[config.mk]
export PLATFORM = sky130hd
export DESIGN_NAME = evt_vector_ctrl
export DESIGN_NICKNAME = d
export VERILOG_FILES = /design/src/rtl/evc_pkg.sv /design/src/rtl/evc_regfile.sv /design/src/rtl/evc_arbiter.sv /design/src/rtl/evt_vector_ctrl.sv
export SDC_FILE = /design/constraint.sdc
export NUM_CORES = 1
export LEC_CHECK = 0
export ABC_AREA = 1
export BUFFER_PORTS_ARGS = -buffer_cell sky130_fd_sc_hd__buf_2
export CAP_MARGIN = 25
export CELL_PAD_IN_SITES_DETAIL_PLACEMENT = 1
export CELL_PAD_IN_SITES_GLOBAL_PLACEMENT = 1
export CORE_UTILIZATION = 35
export DETAILED_ROUTE_END_ITERATION = 6
export PLACE_DENSITY_LB_ADDON = 0.08
export SLEW_MARGIN = 20
export SYNTH_ARGS = -nofsm -noshare
export SYNTH_HDL_FRONTEND = slang
export SYNTH_SLANG_ARGS = --single-unit
export TNS_END_PERCENT = 30
[constraint.sdc]
create_clock -name clk -period 5.5 [get_ports clk]
set_input_delay 0.275 -clock clk [delete_from_list [all_inputs] [get_ports clk]]
set_output_delay 0.275 -clock clk [all_outputs]
set_load 0.02 [all_outputs]
[src/rtl/evc_pkg.sv]
// Shared types for the vectored event interrupt controller.
package evc_pkg;
    localparam int WORD_W = 32;
    typedef logic [WORD_W-1:0] word_t;
endpackage

[src/rtl/evc_regfile.sv]
// Target table and enable mask behind a simple read/write strobe bus.
// Assumes N_EVT <= 32 and ADDR_W wide enough to reach offset 4*N_EVT.
// Offsets below 4*N_EVT that are multiples of 4 select a target register,
// offset 4*N_EVT selects the mask, and every other offset reads zero.
module evc_regfile
    import evc_pkg::*;
#(
    parameter int N_EVT  = 16,
    parameter int ADDR_W = 8
) (
    input  logic              clk,
    input  logic              rst_n,
    input  logic              clr_i,
    input  logic              wr_en_i,
    input  logic              rd_en_i,
    input  logic [ADDR_W-1:0] addr_i,
    input  word_t             wdata_i,
    output word_t             rdata_o,
    output logic [N_EVT-1:0]  mask_o,
    output word_t             vec_o [N_EVT]
);
    localparam int IDX_W    = $clog2(N_EVT);
    localparam int MASK_OFS = 4 * N_EVT;

    word_t            vec_q [N_EVT];
    word_t            mask_q;
    logic             aligned;
    logic             in_vec;
    logic             at_mask;
    logic [IDX_W-1:0] idx;

    assign aligned = (addr_i[1:0] == 2'b00);
    assign in_vec  = aligned && (int'(addr_i) < MASK_OFS);
    assign at_mask = (int'(addr_i) == MASK_OFS);
    assign idx     = addr_i[IDX_W+1:2];

    // One storage register per line; restart or reset wipes it.
    for (genvar k = 0; k < N_EVT; k++) begin : g_vec
        always_ff @(posedge clk) begin
            if (!rst_n || clr_i) begin
                vec_q[k] <= '0;
            end else if (wr_en_i && in_vec && idx == IDX_W'(k)) begin
                vec_q[k] <= wdata_i;
            end
        end
        assign vec_o[k] = vec_q[k];
    end

    // Enable mask register, cleared alongside the table.
    always_ff @(posedge clk) begin
        if (!rst_n || clr_i) begin
            mask_q <= '0;
        end else if (wr_en_i && at_mask) begin
            mask_q <= wdata_i;
        end
    end

    assign mask_o = mask_q[N_EVT-1:0];

    // Read mux: zero for idle strobe and for unmapped offsets.
    always_comb begin
        rdata_o = '0;
        if (rd_en_i) begin
            if (in_vec) begin
                rdata_o = vec_q[idx];
            end else if (at_mask) begin
                rdata_o = mask_q;
            end
        end
    end

    // a restart taken at this edge leaves the mask empty afterwards
    p_mask_cleared_r9: assert property (@(posedge clk) disable iff (!rst_n)
        clr_i |=> (mask_q == '0));

endmodule

[src/rtl/evc_arbiter.sv]
// Fixed-order selector: among requesting lines whose enable bit is set,
// the lowest index wins. Purely combinational; the clock and reset are
// used only by the assertions beside the logic.
module evc_arbiter #(
    parameter int N_EVT = 16,
    localparam int IDX_W = $clog2(N_EVT)
) (
    input  logic             clk,
    input  logic             rst_n,
    input  logic [N_EVT-1:0] req_i,
    input  logic [N_EVT-1:0] en_i,
    output logic [N_EVT-1:0] grant_o,
    output logic             any_o,
    output logic [IDX_W-1:0] sel_o
);
    logic [N_EVT-1:0] live;

    assign live  = req_i & en_i;
    assign any_o = |live;

    // Scan from the top so the lowest live line is the last one kept.
    always_comb begin
        grant_o = '0;
        sel_o   = '0;
        for (int k = N_EVT - 1; k >= 0; k--) begin
            if (live[k]) begin
                grant_o    = '0;
                grant_o[k] = 1'b1;
                sel_o      = IDX_W'(k);
            end
        end
    end

    // never more than one line selected
    p_single_grant_r6: assert property (@(posedge clk) disable iff (!rst_n)
        $onehot0(grant_o));

    // a selected line always has its enable bit set
    p_grant_enabled_r4: assert property (@(posedge clk) disable iff (!rst_n)
        (grant_o & ~en_i) == '0);

    // no live line below the selected one
    p_lowest_first_r6: assert property (@(posedge clk) disable iff (!rst_n)
        any_o |-> (((grant_o - N_EVT'(1)) & req_i & en_i) == '0));

endmodule

[src/rtl/evt_vector_ctrl.sv]
// Vectored event interrupt controller, top level.
// Offers a new program counter only while the core sits at an instruction
// boundary. A restart request outranks events and delivers RESET_VEC; its
// acceptance wipes the target table and the enable mask. An event line is
// accepted only when enabled, selected, and the core takes the offer.
// Assumes the core holds at_boundary high for the whole delivery cycle.
module evt_vector_ctrl
    import evc_pkg::*;
#(
    parameter int    N_EVT     = 16,
    parameter int    ADDR_W    = 8,
    parameter word_t RESET_VEC = 32'h0000_0100
) (
    input  logic              clk,
    input  logic              rst_n,
    input  logic              bus_wr_en,
    input  logic              bus_rd_en,
    input  logic [ADDR_W-1:0] bus_addr,
    input  logic [31:0]       bus_wdata,
    output logic [31:0]       bus_rdata,
    input  logic [N_EVT-1:0]  evt_valid,
    output logic [N_EVT-1:0]  evt_ready,
    input  logic              rst_req_valid,
    output logic              rst_req_ready,
    input  logic              at_boundary,
    output logic              pc_valid,
    input  logic              pc_ready,
    output logic [31:0]       pc_value
);
    localparam int IDX_W = $clog2(N_EVT);

    logic [N_EVT-1:0] mask;
    word_t            vec [N_EVT];
    logic [N_EVT-1:0] grant;
    logic             any_live;
    logic [IDX_W-1:0] sel;
    logic             slot;
    logic             take_rst;
    logic             take_evt;

    evc_regfile #(.N_EVT(N_EVT), .ADDR_W(ADDR_W)) u_regs (
        .clk     (clk),
        .rst_n   (rst_n),
        .clr_i   (take_rst),
        .wr_en_i (bus_wr_en),
        .rd_en_i (bus_rd_en),
        .addr_i  (bus_addr),
        .wdata_i (bus_wdata),
        .rdata_o (bus_rdata),
        .mask_o  (mask),
        .vec_o   (vec)
    );

    evc_arbiter #(.N_EVT(N_EVT)) u_arb (
        .clk     (clk),
        .rst_n   (rst_n),
        .req_i   (evt_valid),
        .en_i    (mask),
        .grant_o (grant),
        .any_o   (any_live),
        .sel_o   (sel)
    );

    // Acceptance window: boundary reached and core willing to redirect.
    assign slot     = at_boundary && pc_ready;
    assign take_rst = slot && rst_req_valid;
    assign take_evt = slot && !rst_req_valid;

    // Handshake outputs toward the requesters.
    assign rst_req_ready = slot;
    assign evt_ready     = take_evt ? grant : '0;

    // Program-counter offer toward the core; restart outranks events.
    always_comb begin
        pc_valid = at_boundary && (rst_req_valid || any_live);
        pc_value = '0;
        if (pc_valid) begin
            pc_value = rst_req_valid ? RESET_VEC : vec[sel];
        end
    end

    // nothing offered or accepted mid-instruction
    p_boundary_only_r7: assert property (@(posedge clk) disable iff (!rst_n)
        !at_boundary |-> (!pc_valid && !rst_req_ready && evt_ready == '0));

    // restart address wins over pending events
    p_restart_wins_r8: assert property (@(posedge clk) disable iff (!rst_n)
        (at_boundary && rst_req_valid) |-> (pc_valid && pc_value == RESET_VEC && evt_ready == '0));

    // no acceptance while the core holds off
    p_no_accept_on_stall_r11: assert property (@(posedge clk) disable iff (!rst_n)
        !pc_ready |-> (!rst_req_ready && evt_ready == '0));

    // a taken offer without restart retires exactly one line
    p_offer_retires_line_r5: assert property (@(posedge clk) disable iff (!rst_n)
        (pc_valid && pc_ready && !rst_req_valid) |-> ($countones(evt_ready) == 1));

endmodule

* After elaboration in Yosys (flattened, before gate mapping) *
Memories as Yosys holds them, arrays and structs flattened.
Cells that the tools add are included.

cells by class
  add/sub/neg operators = 0
  multiply operators = 0
  divide/modulo/power cells = 0
  order comparisons = 2
  equality and inequality tests = 16
  shifts and indexed selects = 0
  mux-type cells = 107
  bitwise gates (word level) = 18
  reduce and logical (&&, ||, !) cells = 30

operators with widths
  operator            number
  $mux 32             23
  $mux 16             17
  $bmux 32 s4         1
  $mux 4              16
  $mux 1              50
  $eq 4x4->1 const B  8
  $logic_and 1x1->1   23
  $and 16x16->16      1
  $eq 4x3->1 const B  4
  $or 1x1->1          16
  $reduce_or 16->1    1
  $eq 4x2->1 const B  2
  $eq 8x8->1 const B  1
  $lt 8x7->1 const B  1
  $ge 5x5->1 const B  1
  $not 4->5           1
  $eq 4x1->1 const B  1
  $logic_not 4->1     1
  $logic_not 1->1     2
  $logic_not 2->1     1
  $logic_or 1x1->1    2

word-level totals
  flip-flop bits (word level) = 32
  latch bits = 0
  RAM bits = 512
  ROM bits = 0
  bits of input ports = 63
  output and inout bits = 82
  word-level logic and storage cells = 175
  memories = 1

memories
  name          words  bits a word  read ports  clocked after memory_dff  wr ports  line               RTL
  u_regs.vec_q  16     32           17          0                         16        evc_regfile.sv:25  word_t vec_q [N_EVT];

* Depth between registers and ports, before layout *
  depth in word-level cells = 23
  depth in mapped cells = 21

* Hierarchy *
A second synthesis with hierarchy kept.

second synthesis, totals
  cell total of the unflattened synthesis = 4090
  area, all modules = 30905.9 um^2

by module, submodules not included
  module           times used  cells an instance  area each (um^2)
  evc_regfile      1           2821               25201.7
  evt_vector_ctrl  1           1179               5278.8
  evc_arbiter      1           90                 425.4

* Worst setup path after synthesis *
OpenSTA, ideal clock, no wires.

  path type = input port to flip-flop
  from = input port bus_addr[1]
  to = memory u_regs.vec_q[0][0] in the netlist's numbering, enable pin
  library setup time = 0.466 ns
  data arrival time = 3.480 ns
  data required time = 5.034 ns
  path slack = 1.554 ns
  stages = 10
  path buffers = 0
  cells stage by stage = nor2_1 inv_1 nor2_1 inv_1 nor2_2 and2_1 inv_2 nor2_1 inv_1 o21ai_0

RTL lines
  what         line                   RTL
  from (decl)  evt_vector_ctrl.sv:18  input logic [ADDR_W-1:0] bus_addr,
  to (decl)    evc_regfile.sv:25

* Worst setup path in the final report *
  from = register u_regs.mask_q[13]
  to = output port pc_value[0]

between the ends
  word-level cells in the longest chain between the ends = 21

ends and longest elaborated chain
  what                                         line                   RTL
  from (decl)                                  evc_regfile.sv:26      word_t mask_q;
  from (signal assigned)                       evc_regfile.sv:54      mask_q <= wdata_i;
  $and 16x16->16 *                             evc_arbiter.sv:18      assign live = req_i & en_i;
  $mux 4 (14 in series)                        evc_arbiter.sv:26      if (live[k]) begin
  $not 4->5 (not written as such)              evt_vector_ctrl.sv:78  pc_value = rst_req_valid ? RESET_VEC : vec[sel];
  $bmux 32 s4                                  evt_vector_ctrl.sv:78
  $mux 32 (not written as such) (2 in series)  evt_vector_ctrl.sv:78
  $mux 32                                      evt_vector_ctrl.sv:78
  $mux 32 *                                    evt_vector_ctrl.sv:77  if (pc_valid) begin
  to (decl)                                    evt_vector_ctrl.sv:28  output logic [31:0] pc_value

Every way passes the cells marked *; elsewhere a longest branch is shown, timed or not. The select of a mux whose other input is x is not followed.

==> run metrics <==
start point of the worst hold path bus_wdata[18]; GRT Util Overall 0.3241; share of layout cells above drive strength 1 0.1165; crit path time final 4.585 ns; critical register-to-register path endpoint u_regs.mask_q[12]; Vert. Die Dim 287.0 um; post-synth top area cell edfxtp_1; pin count of the biggest net entering global routing 125; post-cts resize count 0; Die Area 82,350 sq um; critical path class reg2out; Worst Max-Slew Pin Slew 1.106 ns; via count 26.63k; Synth cell types 32; Congestion Overflow GR 0; hold endpoint u_regs.mask_q[18]; flops & latches, synth 544; Yosys top cell area share 0.5409; final WL 135.2 mm; Static Leakage 12.18 nW; Placer Congestion 0.8339; top post-synthesis cells by area edfxtp_1 54%, nand3_1 11%, nor2_1 8.0%; detailed-route wire length per cell 31.53 um; synthesized cell area 28,420 sq um; Worst R2R Start u_regs.mask_q[12]; Finished Layout Cells 4,287; IO Port Bufs 144; Worst-path clk slew 0.06 ns; Setup Viol. Count Final 0; row cnt 104; Cell Area, Placed 30,460 sq um; Ports 145; Post-CTS Setup Inserts 0; clock root buffer clkbuf_16; Arr. time, crit path 4.31 ns; Inst Count DP 4,162; R2R setup slack 4.60 ns; dpl ws 1.447 ns; setup tns final 0 ns; Hold Vio Cnt, Final 0; syn_area_per_cell 8.941 sq um; gate count after technology mapping 3,179; fmax 218.1 MHz; Syn-to-layout area delta 14.68%; Post-synth ARST share 0; Worst Hold Class in2reg; Req. time, crit path 5.22 ns; outcome completed; Tcrit/Tclk final 0.8337; top-count cell post-synth nand3_1; RSZ-0062 raised after global routing no; Worst Slack Setup Final 0.9146 ns; clock skew 0 ns; yosys warns 0; Crit Path Max Fanout 93; hold_buf cts 0; clock insertion delay at the later pin of the skew report 0.62 ns; ant diodes 0; number of global-route vias before repair 26.88k; CTS Buf Count 69; most frequent cells after synthesis 639 x nand3_1, 604 x nor2_1, 512 x edfxtp_1; number of synthesized flops with an enable pin 512; Min-Delay Path Depth 3; Power Dens Cells 313.2 nW/um^2; FF-to-FF path depth 2; Core Footprint 80,420 sq um; initial antenna violation count 2; # fillers 9,180; maxcap violations 0; sequential cell area fraction in the yosys report 0.5635; 1st-iter DRT viols 2,963; Sink Count 544; HPWL Detailed 74.32 mm; kind of end point of the critical path output port; Worst setup SP type flip-flop; H-Tree Depth 3; clock tree buffer depth 3; Pre-antenna DRT Iters 5; Die Width 287.0 um; Finished Cell Area 32,600 sq um; drt drc 0; Slew Viols, Final 0; Post-Syn Nets 3,242; global-route wire length before repair 192.5 mm; Post-DRT Antenna Nets 0; Final nets 3,237; Max VDD drop 276.6 uV; Vias/cell 6.211; Post-synth top flop edfxtp_1; Max-Slew Margin vs Limit 0.2615; Initial Util 0.3535; CTS tree built
critical path, cell delays in order (launching register included):
cell	delay [ns]
dfxtp_1	0.52
nand2_1	0.16
nand2_1	0.09
inv_1	0.05
nand2_1	0.05
nand2_1	0.05
nand2_1	0.06
nand2_1	0.05
nand2_1	0.05
nand2_1	0.06
nand2_2	0.10
nand2_8	0.41
nand2_8	0.24
buf_12	0.45
buf_4	0.45
nand2_1	0.09
nand3_1	0.08
nand2_1	0.07
a21oi_1	0.23
nor2_1	0.08
nor2_1	0.11
buf_2	0.17
layout by cell type (no fill, tap or decap), types with 31 or more instances in the layout:
master	instances
nand2_1	392
a22oi_1	248
o41ai_1	31
nand3_1	622
clkinv_1	42
inv_1	47
clkbuf_16	71
nor2_1	601
buf_4	55
edfxtp_1	512
buf_2	145
a21oi_1	248
o21ai_0	37
dfxtp_1	32
registers in the layout, summed over array words and instances (netlist names):
| register | count |
|---|---|
| u_regs.mask_q | 32 |
| u_regs.vec_q | 512 |
worst max-delay path by stage:
| stage | from | end | slack [ns] | cells after the start |
|---|---|---|---|---|
| CTS | u_regs.mask_q[14] | pc_value[0] | 0.85 | 20 |
| detailed placement | evt_valid[14] | pc_value[0] | 1.45 | 21 |
| finish | u_regs.mask_q[13] | pc_value[0] | 0.91 | 21 |
| global route | u_regs.mask_q[13] | pc_value[28] | 0.64 | 21 |
| global placement | evt_valid[14] | pc_value[0] | 1.48 | 21 |
| floorplan | bus_addr[1] | u_regs.vec_q[0][0] | 1.55 | 10 |
metal layers:
| layer | global-route usage | wire, um | vias up |
|---|---|---|---|
| met4 | 0.1386 | 6061 | 2 |
| met3 | 0.04341 | 9402 | 292 |
| li1 | - | - | 11337 |
| met1 | 0.4335 | 56680 | 13740 |
| met5 | 0 | 11 | - |
| met2 | 0.5256 | 63030 | 1254 |
power breakdown:
part           total (W)  switching [W]  internal, W
sequential       0.00493       0.000144      0.00479
clock            0.00435        0.00188      0.00247
combinational   0.000930       0.000683     0.000246
logic make-up (layout without fill, tap and decap cells):
kind of cell / count (synthesis) / after routing / synth area share
simple gates: 1655 / 1655 / 0.2491
compound gates: 593 / 593 / 0.1310
buf+inv: 387 / 435 / 0.05643
flops: 544 / 544 / 0.5635
cell type report:
type | instances | area (sq um) | share of cell area
tap | 1060 | 1326 | 0.04069
sequential | 544 | 16020 | 0.4913
clock inverter | 27 | 165.2 | 0.005067
timing repair buffer | 222 | 1597 | 0.04898
clock buffer | 97 | 1944 | 0.05965
inverter | 89 | 341.6 | 0.01048
multi-input combinational | 2248 | 11210 | 0.3438
through the flow:
| step | hold WS [ns] | utilization | total power, W |
|---|---|---|---|
| 2_1_floorplan | 0.4857 | - | 0.005466 |
| 3_3_place_gp | 0.5231 | 0.3776 | 0.005889 |
| 3_5_place_dp | 0.5327 | 0.3788 | 0.005925 |
| 4_1_cts | 0.1613 | 0.4050 | 0.01024 |
| 5_1_grt | 0.2098 | 0.4053 | 0.01046 |
| 6_report | 0.1739 | 0.4053 | 0.01021 |
No activity file was read; power rests on OpenSTA's default activity.
